`src/rtl/bbpd_pkg.sv`:
```
package bbpd_pkg;

  // Correction direction decided for one bit.
  typedef enum logic [1:0] {
    CORR_NONE = 2'd0,
    CORR_UP   = 2'd1,
    CORR_DN   = 2'd2
  } corr_e;

  // Per-bit decision result.
  typedef struct packed {
    logic  data;
    logic  err;
    corr_e corr;
  } bit_res_t;

endpackage

```
`src/rtl/bbpd_decide.sv`:
```
module bbpd_decide
  import bbpd_pkg::*;
(
  input  logic     a_i,
  input  logic     t_i,
  input  logic     b_i,
  input  logic     win_ok_i,
  output bit_res_t res_o
);

  logic trans;

  always_comb begin
    trans      = a_i ^ b_i;
    res_o.data = a_i;
    // No transition, yet the boundary sample disagrees: a suspect bit.
    res_o.err  = !trans && (t_i != a_i);
    res_o.corr = CORR_NONE;
    if (win_ok_i && trans) begin
      // T on the A side: clock sampled before the edge, so it is early.
      res_o.corr = (t_i == a_i) ? CORR_DN : CORR_UP;
    end
  end

endmodule

```
`src/rtl/bbpd_integ.sv`:
```
module bbpd_integ #(
  parameter int INT_W    = 8,
  parameter bit SATURATE = 1'b1
) (
  input  logic                    clk,
  input  logic                    rst_n,
  input  logic                    step_en,
  input  logic                    step_up,
  output logic signed [INT_W-1:0] acc_o
);

  localparam logic signed [INT_W-1:0] MAXV = {1'b0, {(INT_W-1){1'b1}}};
  localparam logic signed [INT_W-1:0] MINV = {1'b1, {(INT_W-1){1'b0}}};
  localparam logic signed [INT_W-1:0] ONE  = INT_W'(1);

  logic signed [INT_W-1:0] acc_q;
  logic signed [INT_W-1:0] acc_d;

  generate
    if (SATURATE) begin : g_sat
      always_comb begin
        acc_d = acc_q;
        if (step_en) begin
          if (step_up) acc_d = (acc_q == MAXV) ? acc_q : acc_q + ONE;
          else         acc_d = (acc_q == MINV) ? acc_q : acc_q - ONE;
        end
      end

      assert_sat_high_R6: assert property (@(posedge clk) disable iff (!rst_n)
        (step_en && step_up && acc_q == MAXV) |=> (acc_q == MAXV));
      assert_sat_low_R6: assert property (@(posedge clk) disable iff (!rst_n)
        (step_en && !step_up && acc_q == MINV) |=> (acc_q == MINV));
    end else begin : g_wrap
      always_comb begin
        acc_d = acc_q;
        if (step_en) acc_d = step_up ? acc_q + ONE : acc_q - ONE;
      end
    end
  endgenerate

  always_ff @(posedge clk) begin
    if (!rst_n) acc_q <= '0;
    else        acc_q <= acc_d;
  end

  assign acc_o = acc_q;

  assert_hold_R5: assert property (@(posedge clk) disable iff (!rst_n)
    !step_en |=> $stable(acc_q));

endmodule

```
`src/rtl/bbpd_pulse.sv`:
```
module bbpd_pulse
  import bbpd_pkg::*;
#(
  parameter int PROP_W    = 8,
  parameter int PROP_STEP = 4
) (
  input  logic                     clk,
  input  logic                     rst_n,
  input  logic                     load_i,
  input  corr_e                    corr_i,
  input  logic                     err_i,
  output logic                     up_o,
  output logic                     dn_o,
  output logic                     err_o,
  output logic signed [PROP_W-1:0] prop_o
);

  localparam logic signed [PROP_W-1:0] STEP_V = PROP_W'(PROP_STEP);

  logic                     up_q, dn_q, err_q;
  logic signed [PROP_W-1:0] prop_q;

  always_ff @(posedge clk) begin
    if (!rst_n) begin
      up_q   <= 1'b0;
      dn_q   <= 1'b0;
      err_q  <= 1'b0;
      prop_q <= '0;
    end else begin
      up_q  <= load_i && (corr_i == CORR_UP);
      dn_q  <= load_i && (corr_i == CORR_DN);
      err_q <= load_i && err_i;
      if (load_i && corr_i == CORR_UP)      prop_q <= STEP_V;
      else if (load_i && corr_i == CORR_DN) prop_q <= -STEP_V;
      else                                  prop_q <= '0;
    end
  end

  assign up_o   = up_q;
  assign dn_o   = dn_q;
  assign err_o  = err_q;
  assign prop_o = prop_q;

  assert_exclusive_R11: assert property (@(posedge clk) disable iff (!rst_n)
    $onehot0({up_q, dn_q}));
  assert_idle_clear_R4: assert property (@(posedge clk) disable iff (!rst_n)
    !load_i |=> (!up_q && !dn_q && !err_q && prop_q == '0));

endmodule

```
`src/rtl/bbpd_outreg.sv`:
```
module bbpd_outreg (
  input  logic clk,
  input  logic rst_n,
  input  logic s_valid,
  output logic s_ready,
  input  logic s_data,
  output logic m_valid,
  input  logic m_ready,
  output logic m_data
);

  logic vld_q, dat_q;
  logic take;

  assign s_ready = !vld_q || m_ready;
  assign take    = s_valid && s_ready;

  always_ff @(posedge clk) begin
    if (!rst_n) begin
      vld_q <= 1'b0;
      dat_q <= 1'b0;
    end else begin
      if (take)         vld_q <= 1'b1;
      else if (m_ready) vld_q <= 1'b0;
      if (take)         dat_q <= s_data;
    end
  end

  assign m_valid = vld_q;
  assign m_data  = dat_q;

  assert_stall_hold_R10: assert property (@(posedge clk) disable iff (!rst_n)
    (vld_q && !m_ready) |=> (vld_q && $stable(dat_q)));

endmodule

```
`src/rtl/bbpd_top.sv`:
```
module bbpd_top
  import bbpd_pkg::*;
#(
  parameter int INT_W     = 8,
  parameter int PROP_W    = 8,
  parameter int PROP_STEP = 4,
  parameter bit SATURATE  = 1'b1
) (
  input  logic                     clk,
  input  logic                     rst_n,
  input  logic                     s_valid,
  output logic                     s_ready,
  input  logic                     s_a,
  input  logic                     s_t,
  input  logic                     s_b,
  input  logic                     win_ok,
  output logic                     m_valid,
  input  logic                     m_ready,
  output logic                     m_data,
  output logic                     corr_up,
  output logic                     corr_dn,
  output logic signed [PROP_W-1:0] prop_ctl,
  output logic signed [INT_W-1:0]  freq_ctl,
  output logic                     err_flag
);

  localparam logic signed [PROP_W-1:0] STEP_V = PROP_W'(PROP_STEP);

  bit_res_t res;
  logic     accept;

  assign accept = s_valid && s_ready;

  bbpd_decide u_decide (
    .a_i      (s_a),
    .t_i      (s_t),
    .b_i      (s_b),
    .win_ok_i (win_ok),
    .res_o    (res)
  );

  bbpd_outreg u_out (
    .clk     (clk),
    .rst_n   (rst_n),
    .s_valid (s_valid),
    .s_ready (s_ready),
    .s_data  (res.data),
    .m_valid (m_valid),
    .m_ready (m_ready),
    .m_data  (m_data)
  );

  bbpd_pulse #(.PROP_W(PROP_W), .PROP_STEP(PROP_STEP)) u_pulse (
    .clk    (clk),
    .rst_n  (rst_n),
    .load_i (accept),
    .corr_i (res.corr),
    .err_i  (res.err),
    .up_o   (corr_up),
    .dn_o   (corr_dn),
    .err_o  (err_flag),
    .prop_o (prop_ctl)
  );

  bbpd_integ #(.INT_W(INT_W), .SATURATE(SATURATE)) u_integ (
    .clk     (clk),
    .rst_n   (rst_n),
    .step_en (accept && res.corr != CORR_NONE),
    .step_up (res.corr == CORR_UP),
    .acc_o   (freq_ctl)
  );

  assert_no_trans_R1: assert property (@(posedge clk) disable iff (!rst_n)
    (accept && s_a == s_b) |=> (!corr_up && !corr_dn));
  assert_early_R2: assert property (@(posedge clk) disable iff (!rst_n)
    (accept && win_ok && s_a == s_t && s_t != s_b) |=> (corr_dn && prop_ctl == -STEP_V));
  assert_late_R3: assert property (@(posedge clk) disable iff (!rst_n)
    (accept && win_ok && s_t == s_b && s_t != s_a) |=> (corr_up && prop_ctl == STEP_V));
  assert_data_R7: assert property (@(posedge clk) disable iff (!rst_n)
    accept |=> (m_valid && m_data == $past(s_a)));
  assert_err_R8: assert property (@(posedge clk) disable iff (!rst_n)
    (accept && s_a == s_b && s_t != s_a) |=> err_flag);
  assert_window_R9: assert property (@(posedge clk) disable iff (!rst_n)
    (accept && !win_ok) |=> (!corr_up && !corr_dn && $stable(freq_ctl)));
  assert_ready_R10: assert property (@(posedge clk) disable iff (!rst_n)
    s_ready == (!m_valid || m_ready));

endmodule

```
`config.mk`:
```
export PLATFORM = sky130hd
export DESIGN_NAME = bbpd_top
export DESIGN_NICKNAME = d
export VERILOG_FILES = /design/src/rtl/bbpd_pkg.sv /design/src/rtl/bbpd_decide.sv /design/src/rtl/bbpd_integ.sv /design/src/rtl/bbpd_pulse.sv /design/src/rtl/bbpd_outreg.sv /design/src/rtl/bbpd_top.sv
export SDC_FILE = /design/constraint.sdc
export NUM_CORES = 1
export LEC_CHECK = 0
export BUFFER_PORTS_ARGS = -buffer_cell sky130_fd_sc_hd__buf_2
export CAP_MARGIN = 20
export CORE_UTILIZATION = 53
export DETAILED_ROUTE_END_ITERATION = 16
export GPL_ROUTABILITY_DRIVEN = 1
export PLACE_DENSITY = 0.82
export SLEW_MARGIN = 15
export SYNTH_ARGS = -nofsm -noshare
export SYNTH_HDL_FRONTEND = slang
export SYNTH_SLANG_ARGS = --single-unit
```
`constraint.sdc`:
```
create_clock -name clk -period 4.63 [get_ports clk]
set_input_delay 0.463 -clock clk [delete_from_list [all_inputs] [get_ports clk]]
set_output_delay 0.463 -clock clk [all_outputs]
set_load 0.01 [all_outputs]
```
# ---- Yosys cells after proc, flatten, opt, wreduce, memory -nomap -nowiden
# Cells that the tools add are included.
dict set report classes {
  n_addsub 2
  eq_ne 8
  muxes 9
  bitwise_logic 2
  reduce_logical 14
}
# operator count
set ops {}
lappend ops {{8-bit two-way mux} 4}
lappend ops {{8-bit == test, second input constant} 2}
lappend ops {{8-bit by 2-bit adder with 8-bit output, second input constant} 1}
lappend ops {{8-bit by 2-bit subtractor with 8-bit output, second input constant} 1}
lappend ops {{1-bit logical AND} 7}
lappend ops {{2-bit two-way mux} 2}
lappend ops {{2-bit nonzero test} 2}
lappend ops {{3-bit two-way mux} 1}
lappend ops {{3-bit AND reduction} 1}
lappend ops {{2-bit by 1-bit == test with 1-bit output, second input constant} 1}
lappend ops {{2-bit == test, second input constant} 1}
lappend ops {{1-bit logical NOT} 2}
lappend ops {{1-bit two-way mux} 2}
lappend ops {{2-bit by 1-bit != test with 1-bit output, second input constant} 1}
lappend ops {{2-bit != test, second input constant} 1}
lappend ops {{2-bit OR reduction} 1}
lappend ops {{1-bit == test} 1}
lappend ops {{1-bit logical OR} 1}
lappend ops {{1-bit != test} 1}
lappend ops {{1-bit inverter} 1}
lappend ops {{1-bit XOR} 1}
dict set report word_totals {
  ff_bits 21
  elab_cells 43
}

# ---- Depth between registers and ports, before layout
# Gate-level depths: netlist (run 1).
dict set report logic_depth {
  depth_word 7
  depth_mapped 9
  ltp_nobuf 8
}

# ---- Cells and area by module
# From an unflattened synthesis (run 1), not the netlist that was laid out.
dict set report hier_totals {
  hier_cells 113
  area_unflattened_um2 1014.7
}
# module n_inst cells_per_inst area_per_inst_um2
set by_module_without_submodules {}
lappend by_module_without_submodules {bbpd_integ 1 72 648.1}
lappend by_module_without_submodules {bbpd_pulse 1 20 202.7}
lappend by_module_without_submodules {bbpd_outreg 1 8 76.3}
lappend by_module_without_submodules {bbpd_decide 1 10 62.6}
lappend by_module_without_submodules {bbpd_top 1 3 25.0}

# ---- Worst setup path before layout (run 1)
# Ideal clock, no wire load.
dict set report synth_path {
  path_type {input port to flip-flop}
  from {input port s_a}
  to {register u_integ.acc_q[7], in the netlist u_integ.acc_o[7]}
  setup_ps 72
  t_arrival_ps 2773
  t_required_ps 4558
  path_slack_ps 1785
  cell_stages 9
  n_path_buf 1
  cell_sequence {buf_4 > or3b_1 > a21o_1 > ha_1 > a2111oi_0 > o21ai_0 > and3_1 > or4_1 > a21oi_1}
}
dict set report synth_between {
  elab_chain_cells 6
  word_cells_on_any_way 12
}
# element line
set synth_rtl {}
lappend synth_rtl {{from (decl)} bbpd_top.sv:13} ;# input logic s_a,
lappend synth_rtl {{1-bit == test or 1-bit XOR (tied branches)} {bbpd_decide.sv:21, bbpd_decide.sv:14}}
lappend synth_rtl {{2-bit two-way mux or 1-bit logical AND (tied branches)} {bbpd_decide.sv:21, bbpd_decide.sv:19}}
lappend synth_rtl {{2-bit two-way mux (*)} bbpd_decide.sv:19} ;# if (win_ok_i && trans) begin
lappend synth_rtl {{2-bit by 1-bit == test with 1-bit output or 2-bit nonzero test (tied branches)} {bbpd_top.sv:69, bbpd_top.sv:68}}
lappend synth_rtl {{2-bit != test (no line), or another cell as far along} --}
lappend synth_rtl {{3-bit AND reduction (no line)} --}
lappend synth_rtl {{to (signal assigned)} bbpd_integ.sv:42} ;# if (!rst_n) acc_q <= '0;
lappend synth_rtl {{to (signal assigned)} bbpd_integ.sv:43} ;# else acc_q <= acc_d;
lappend synth_rtl {{to (decl)} bbpd_integ.sv:16} ;# logic signed [INT_W-1:0] acc_q;
# Mark *: on every way between the ends. The rest lies on a longest branch, timed or not.
# A chain may end at the register's enable or synchronous reset.

# ---- Worst setup path in the final report (run 1)
# Ends and elaborated chain as after synthesis.

==> results of run 1 <==
==> flip-flops by register name (all words and copies together), names as in the netlist <==
name            cells
u_integ.acc_o       8
u_pulse.prop_o      2
u_out.m_data        1
u_out.m_valid       1
u_pulse.dn_o        1
u_pulse.err_o       1
u_pulse.up_o        1
==> worst paths after layout <==
check	end	slack (ns)	startpoint	cells after the start
worst max-delay path	u_integ.acc_o[7]$_SDFFE_PN0P_	1.85	s_a	9
worst min-delay path	u_pulse.prop_o[2]$_SDFF_PN0_	0.42	rst_n	3
worst max register to register	u_integ.acc_o[7]$_SDFFE_PN0P_	2.50	u_integ.acc_o[1]$_SDFFE_PN0P_	6
worst min register to register	u_out.m_data$_SDFFE_PN0P_	0.47	u_out.m_data$_SDFFE_PN0P_	2
==> synth_stat cells, drive strengths merged <==
master and number:
a31oi 3, or4 1, nand2b 1, or3 1
xnor2 3, nor3b 1, a21oi 9, nand3b 1
and3 3, a311oi 1, fa 1, dfxtp 15
a211o 1, nand4 2, nor4b 1, nand3 1
nor2b 2, xor2 1, nor2 10, mux2i 2
nor3 3, a22oi 1, conb 1, clkinv 1
ha 6, a311o 1, a211oi 3, nand4b 1
o21bai 1, o31ai 1, mux2 1, a21o 2
inv 6, nand2 8, nor4 2, a2111oi 2
buf 7, or3b 1, o21ai 7
==> per-stage QoR <==
| step | std cells | setup WS, ns | hold WS (ns) |
|---|---|---|---|
| 3_5_place_dp | 161 | 1.55 | 0.462 |
| 5_1_grt | 165 | 1.66 | 0.449 |
| 3_3_place_gp | 161 | 1.65 | 0.443 |
| 2_1_floorplan | 116 | 1.78 | 0.481 |
| 4_1_cts | 165 | 1.86 | 0.416 |
| 6_report | 165 | 1.85 | 0.425 |
==> power by group through the flow <==
stage / sequential (mW) / combinational [mW] / clock (mW)
floorplan: 0.149 / 0.0682 / 0
global placement: 0.146 / 0.0902 / 0
detailed placement: 0.147 / 0.0945 / 0
CTS: 0.144 / 0.0948 / 0.0781
global route: 0.145 / 0.108 / 0.0819
finish: 0.144 / 0.0953 / 0.0767
==> cells in the final DEF, fill, tap and decap left out, types with 3 or more instances in the layout <==
cell,instances
inv_1,6
dfxtp_1,15
clkbuf_4,3
a31oi_1,3
a211oi_1,3
buf_2,27
a21oi_1,9
o21ai_0,6
ha_1,6
nand2_1,8
nor3_1,3
xnor2_1,3
and3_1,3
nor2_1,10
==> worst register-to-register path, delay by kind of cell, from the launching register on <==
kind	cells	cell delay [ns]
simple gates	2	0.68
compound gates	3	0.66
flops	1	0.46
fa+ha+maj	1	0.28
==> logic make-up after synthesis <==
group | after synthesis | share of synthesized area [%]
and+or+nand+nor | 39 | 21.2
xor gates and xnor gates | 4 | 3.63
AOI/OAI and AO/OA | 32 | 22.4
DFF | 15 | 31.1
adders and majority gates | 7 | 9.84
muxes | 3 | 3.24
other | 1 | 0.388
buffers and inverters | 14 | 8.16
==> routing by layer <==
layer	vias to the layer above	routed length [microns]
met5	-	0
met4	0	92
met3	9	106
met2	41	930
met1	434	928
li1	464	-
==> area by class of cell <==
class                           instances  area [sq um]
Clock inverter                          1          5.00
Fill cell                             146           597
Inverter                                7          26.3
Tap cell                               25          31.3
Timing Repair Buffer                   27           135
Sequential cell                        15           300
Clock buffer                            3          22.5
Multi-Input combinational cell         87           591
==> impl_metrics.json, run 1 <==
{
  "status": "completed",
  "wl_mm": 2.06,
  "p_int_uw": 209,
  "clockBufferDepth": 2,
  "netlist.area_leader.share_pct": 31.1,
  "ioPinCount": 30,
  "p_leak_nw": 0.523,
  "gp_congestion": 0.873,
  "cpMaxStageDelayCell": "or4_1",
  "sw_frac_of_total_pct": 33.8,
  "grt_antenna_before_repair": 0,
  "finalHoldViolations": 0,
  "fin_crit_ns": 2.78,
  "path_class": "input port to flop",
  "drive_above_1_share_pct": 24.3,
  "syn_area_sq_um": 966,
  "coreArea_sq_mm": 0.00171,
  "ys_top_cells_by_area": "dfxtp_1 31%, ha_1 7.8%, buf_4 5.4%, a21oi_1 4.7%, nor2_1 3.9%",
  "path_cells": "buf_2 > or3b_1 > a21o_1 > ha_1 > a2111oi_0 > o21ai_0 > and3_1 > or4_1 > a21oi_1",
  "p_per_area_mw_per_mm2": 284,
  "postSynthAreaPerCell_sq_um": 8.40,
  "track_usage_pct": 22.2,
  "cts_hold_buf": 0,
  "fmax_mhz": 360,
  "placed_cell_area_sq_mm": 0.00108,
  "final_util_pct": 65.1,
  "die_y_microns": 44.7,
  "slowest_delay_ns": 0.47,
  "grt_max_degree": 11,
  "htreeDepth": 1,
  "grt_overflow_total": 0,
  "path_buf_inv": 1,
  "finalCritPeriodShare_pct": 60.0,
  "vias_per_cell": 5.75,
  "setup-violations-final": 0,
  "critPathMaxFanout": 9,
  "dr.first_iter.drc_count": 24,
  "drc": 0,
  "drv_cap": 0,
  "drtAntennaViolNets": 0,
  "yosysSeqAreaShare_pct": 31.1,
  "clock_power_share_pct": 24.3,
  "start_util_pct": 56.6,
  "dr.pass1.iters": 4,
  "end_kind": "flop",
  "fin_nets": 156,
  "synthCells": 115,
  "n_antenna_cell": 0,
  "area_delta_synth_final_pct": 15.0,
  "busiest_layer": "met2",
  "fp.dieArea_sq_mm": 0.00200,
  "vias": 948,
  "hp-class": "input port to flop",
  "grt_util_met3_pct": 3.60,
  "grt_util_met1_pct": 28.2,
  "clkLatencyLatePin_ns": 0.29,
  "tightest_slew_ns": 0.642,
  "comb_power_share_pct": 30.2,
  "crit_required_ns": 4.86,
  "rsz0062_at_grt": "false",
  "fin_area_sq_mm": 0.00111,
  "grt_pass1_wl_mm": 3.23,
  "grt_pass1_vias": 748,
  "yosys.area.top_type": "dfxtp_1",
  "root_buffer": "clkbuf_4",
  "wire_per_inst_microns": 12.5,
  "critPathTopFamily": "simple AND/OR/NAND/NOR gates",
  "ys_ff_latch": 15,
  "worstPathArrival_ns": 3.01,
  "num_rows": 15,
  "cts_resized": 0,
  "clkSlewWorstSetupHoldPaths_ns": 0.09,
  "cp-start-kind": "input port",
  "grt_util_met2_pct": 33.8,
  "yosys_warnings": 0,
  "worst_slew_margin_rel_pct": 56.6,
  "finalMaxSlewViolations": 0,
  "ir_worst_vdd_v": 0.000115,
  "die_w_microns": 44.7,
  "skew_ns": 0.00737,
  "total_power_uw": 316,
  "numClockSinks": 15,
  "synth_cell_types": 41,
  "cts_buffers": 3,
  "pwr-share-seq_pct": 45.5,
  "switching_power_uw": 107,
  "cts_tree": "built",
  "io_buffers": 27,
  "cts_setup_buffers": 0,
  "place_hpwl_mm": 1.58,
  "tns_ns": 0
}
Note: power is estimated with default switching activity, not from simulation.
==> inputs of run 2 (changes only) <==
- CORE_UTILIZATION: 53 -> 45
- PLACE_DENSITY: 0.82 -> 0.74
- clock period: 4.63 -> 2.28 ns (I/O delays scaled with it)
==> impl_metrics.json, run 2 (synthesis results as in run 1) <==
{
  "status": "completed",
  "drv_cap": 0,
  "setup-violations-final": 0,
  "die_y_microns": 48.3,
  "die_w_microns": 48.3,
  "track_usage_pct": 20.6,
  "cp-start-kind": "input port",
  "end_kind": "flop",
  "clkLatencyLatePin_ns": 0.28,
  "setup_ws_ns": 0.0727,
  "ioPinCount": 30,
  "critPathTopFamily": "compound AO/OA/AOI/OAI gates",
  "area_delta_synth_final_pct": 36.9,
  "fp.dieArea_sq_mm": 0.00234,
  "hp-class": "input port to flop",
  "grt_antenna_before_repair": 0,
  "drc": 0,
  "path_buf_inv": 3,
  "worst_slew_margin_rel_pct": 55.4,
  "clockBufferDepth": 2,
  "reg2reg_from": "u_integ.acc_o[1]$_SDFFE_PN0P_",
  "htreeDepth": 1,
  "largest_reg_flops": 8,
  "hold-worst-slack_ns": 0.193,
  "stdcell_count": 186,
  "drive_above_1_share_pct": 37.7,
  "vias": 995,
  "start_util_pct": 48.7,
  "finalCritPeriodShare_pct": 96.8,
  "grt_overflow_total": 0,
  "critPathLaunch": "s_a",
  "p_per_area_mw_per_mm2": 526,
  "fin_crit_ns": 2.21,
  "switching_power_uw": 223,
  "numClockSinks": 15,
  "cts_buffers": 3,
  "grt_max_degree": 11,
  "pwr-share-seq_pct": 42.4,
  "fin_nets": 175,
  "p_leak_nw": 0.620,
  "layout_commonest_cell": "buf_2",
  "total_power_uw": 696,
  "clock_power_share_pct": 21.2,
  "clkSlewWorstSetupHoldPaths_ns": 0.08,
  "fin_area_sq_mm": 0.00132,
  "tightest_slew_ns": 0.659,
  "placed_cell_area_sq_mm": 0.00126,
  "grt_pass1_wl_mm": 3.75,
  "cpMaxStageDelayCell": "or4_4",
  "root_buffer": "clkbuf_4",
  "crit_top_cell": "buf_4",
  "wl_mm": 2.39,
  "wire_per_inst_microns": 12.8,
  "tns_ns": 0,
  "coreArea_sq_mm": 0.00198,
  "worstPathArrival_ns": 2.42,
  "path_class": "input port to flop",
  "dr.pass1.iters": 4,
  "crit_required_ns": 2.49,
  "slowest_delay_ns": 0.50,
  "vias_per_cell": 5.35,
  "place_hpwl_mm": 1.77,
  "sw_frac_of_total_pct": 32.1,
  "finalHoldViolations": 0,
  "num_rows": 16,
  "critPathMaxFanout": 6,
  "place_inst": 180,
  "path_cells": "buf_2 > buf_4 > nand3b_1 > a21o_4 > ha_4 > buf_4 > o21ai_1 > o21bai_1 > a21oi_1 > or4_4 > a21oi_2",
  "place_ws_ns": -0.223,
  "gp_congestion": 0.806,
  "grt_pass1_vias": 879,
  "comb_power_share_pct": 36.5,
  "dr.first_iter.drc_count": 8,
  "drtAntennaViolNets": 0,
  "fmax_mhz": 453,
  "ir_worst_vdd_v": 0.000351,
  "finalMaxSlewViolations": 0,
  "hp-start": "rst_n",
  "io_buffers": 27,
  "cts_tree": "built",
  "skew_ns": 0.000345,
  "p_int_uw": 473,
  "layout_common_cells": "27 x buf_2, 18 x buf_4, 15 x dfxtp_1",
  "final_util_pct": 66.7,
  "n_antenna_cell": 0
}
run 2: cell types whose count changed in the layout (fill, tap and decap cells not counted), moves of 2 or more:
| cell | previous run | this run |
|---|---|---|
| o21ai_0 | 6 | 4 |
| ha_4 | 0 | 2 |
| buf_4 | 0 | 18 |
| ha_1 | 6 | 4 |
| o21ai_1 | 1 | 3 |
run 2: worst min-delay path, cell delays in order:
cell     delay [ns]
buf_2          0.11
nand2_1        0.07
inv_1          0.05
run 2: power groups by stage:
| stage | clock, mW | sequential, mW | combinational (mW) |
|---|---|---|---|
| finish | 0.147 | 0.295 | 0.254 |
| CTS | 0.149 | 0.294 | 0.244 |
| floorplan | 0 | 0.303 | 0.157 |
| global placement | 0 | 0.299 | 0.236 |
| global route | 0.161 | 0.297 | 0.282 |
| detailed placement | 0 | 0.301 | 0.243 |
run 2: per-layer routing:
metal	routed length (microns)	GRT usage [%]
met4	51	12.7
met5	0	0
met2	1180	34.0
met1	1080	25.9
met3	77	1.89
run 2: path summary, 6_finish.rpt:
check | slack, ns | endpoint | cells past startpoint
worst min-delay path | 0.19 | u_pulse.prop_o[2]$_SDFF_PN0_ | 3
worst max register to register | 0.33 | u_integ.acc_o[7]$_SDFFE_PN0P_ | 6
worst min register to register | 0.46 | u_out.m_data$_SDFFE_PN0P_ | 2
worst max-delay path | 0.07 | u_integ.acc_o[7]$_SDFFE_PN0P_ | 11
run 2: area by class of cell:
| cell class | count | area [sq um] |
|---|---|---|
| repair buffers | 45 | 270 |
| flip-flops and latches | 15 | 300 |
| multi-input cells | 88 | 666 |
| well taps | 27 | 33.8 |
| inverters | 7 | 26.3 |
| clock buffers | 4 | 26.3 |
| fillers | 174 | 659 |
run 2: repair_timing:
item	CTS	global route
endpoints found under the setup margin	0	1
setup buffers	0	1
hold buffers	0	0
resized for setup	0	4
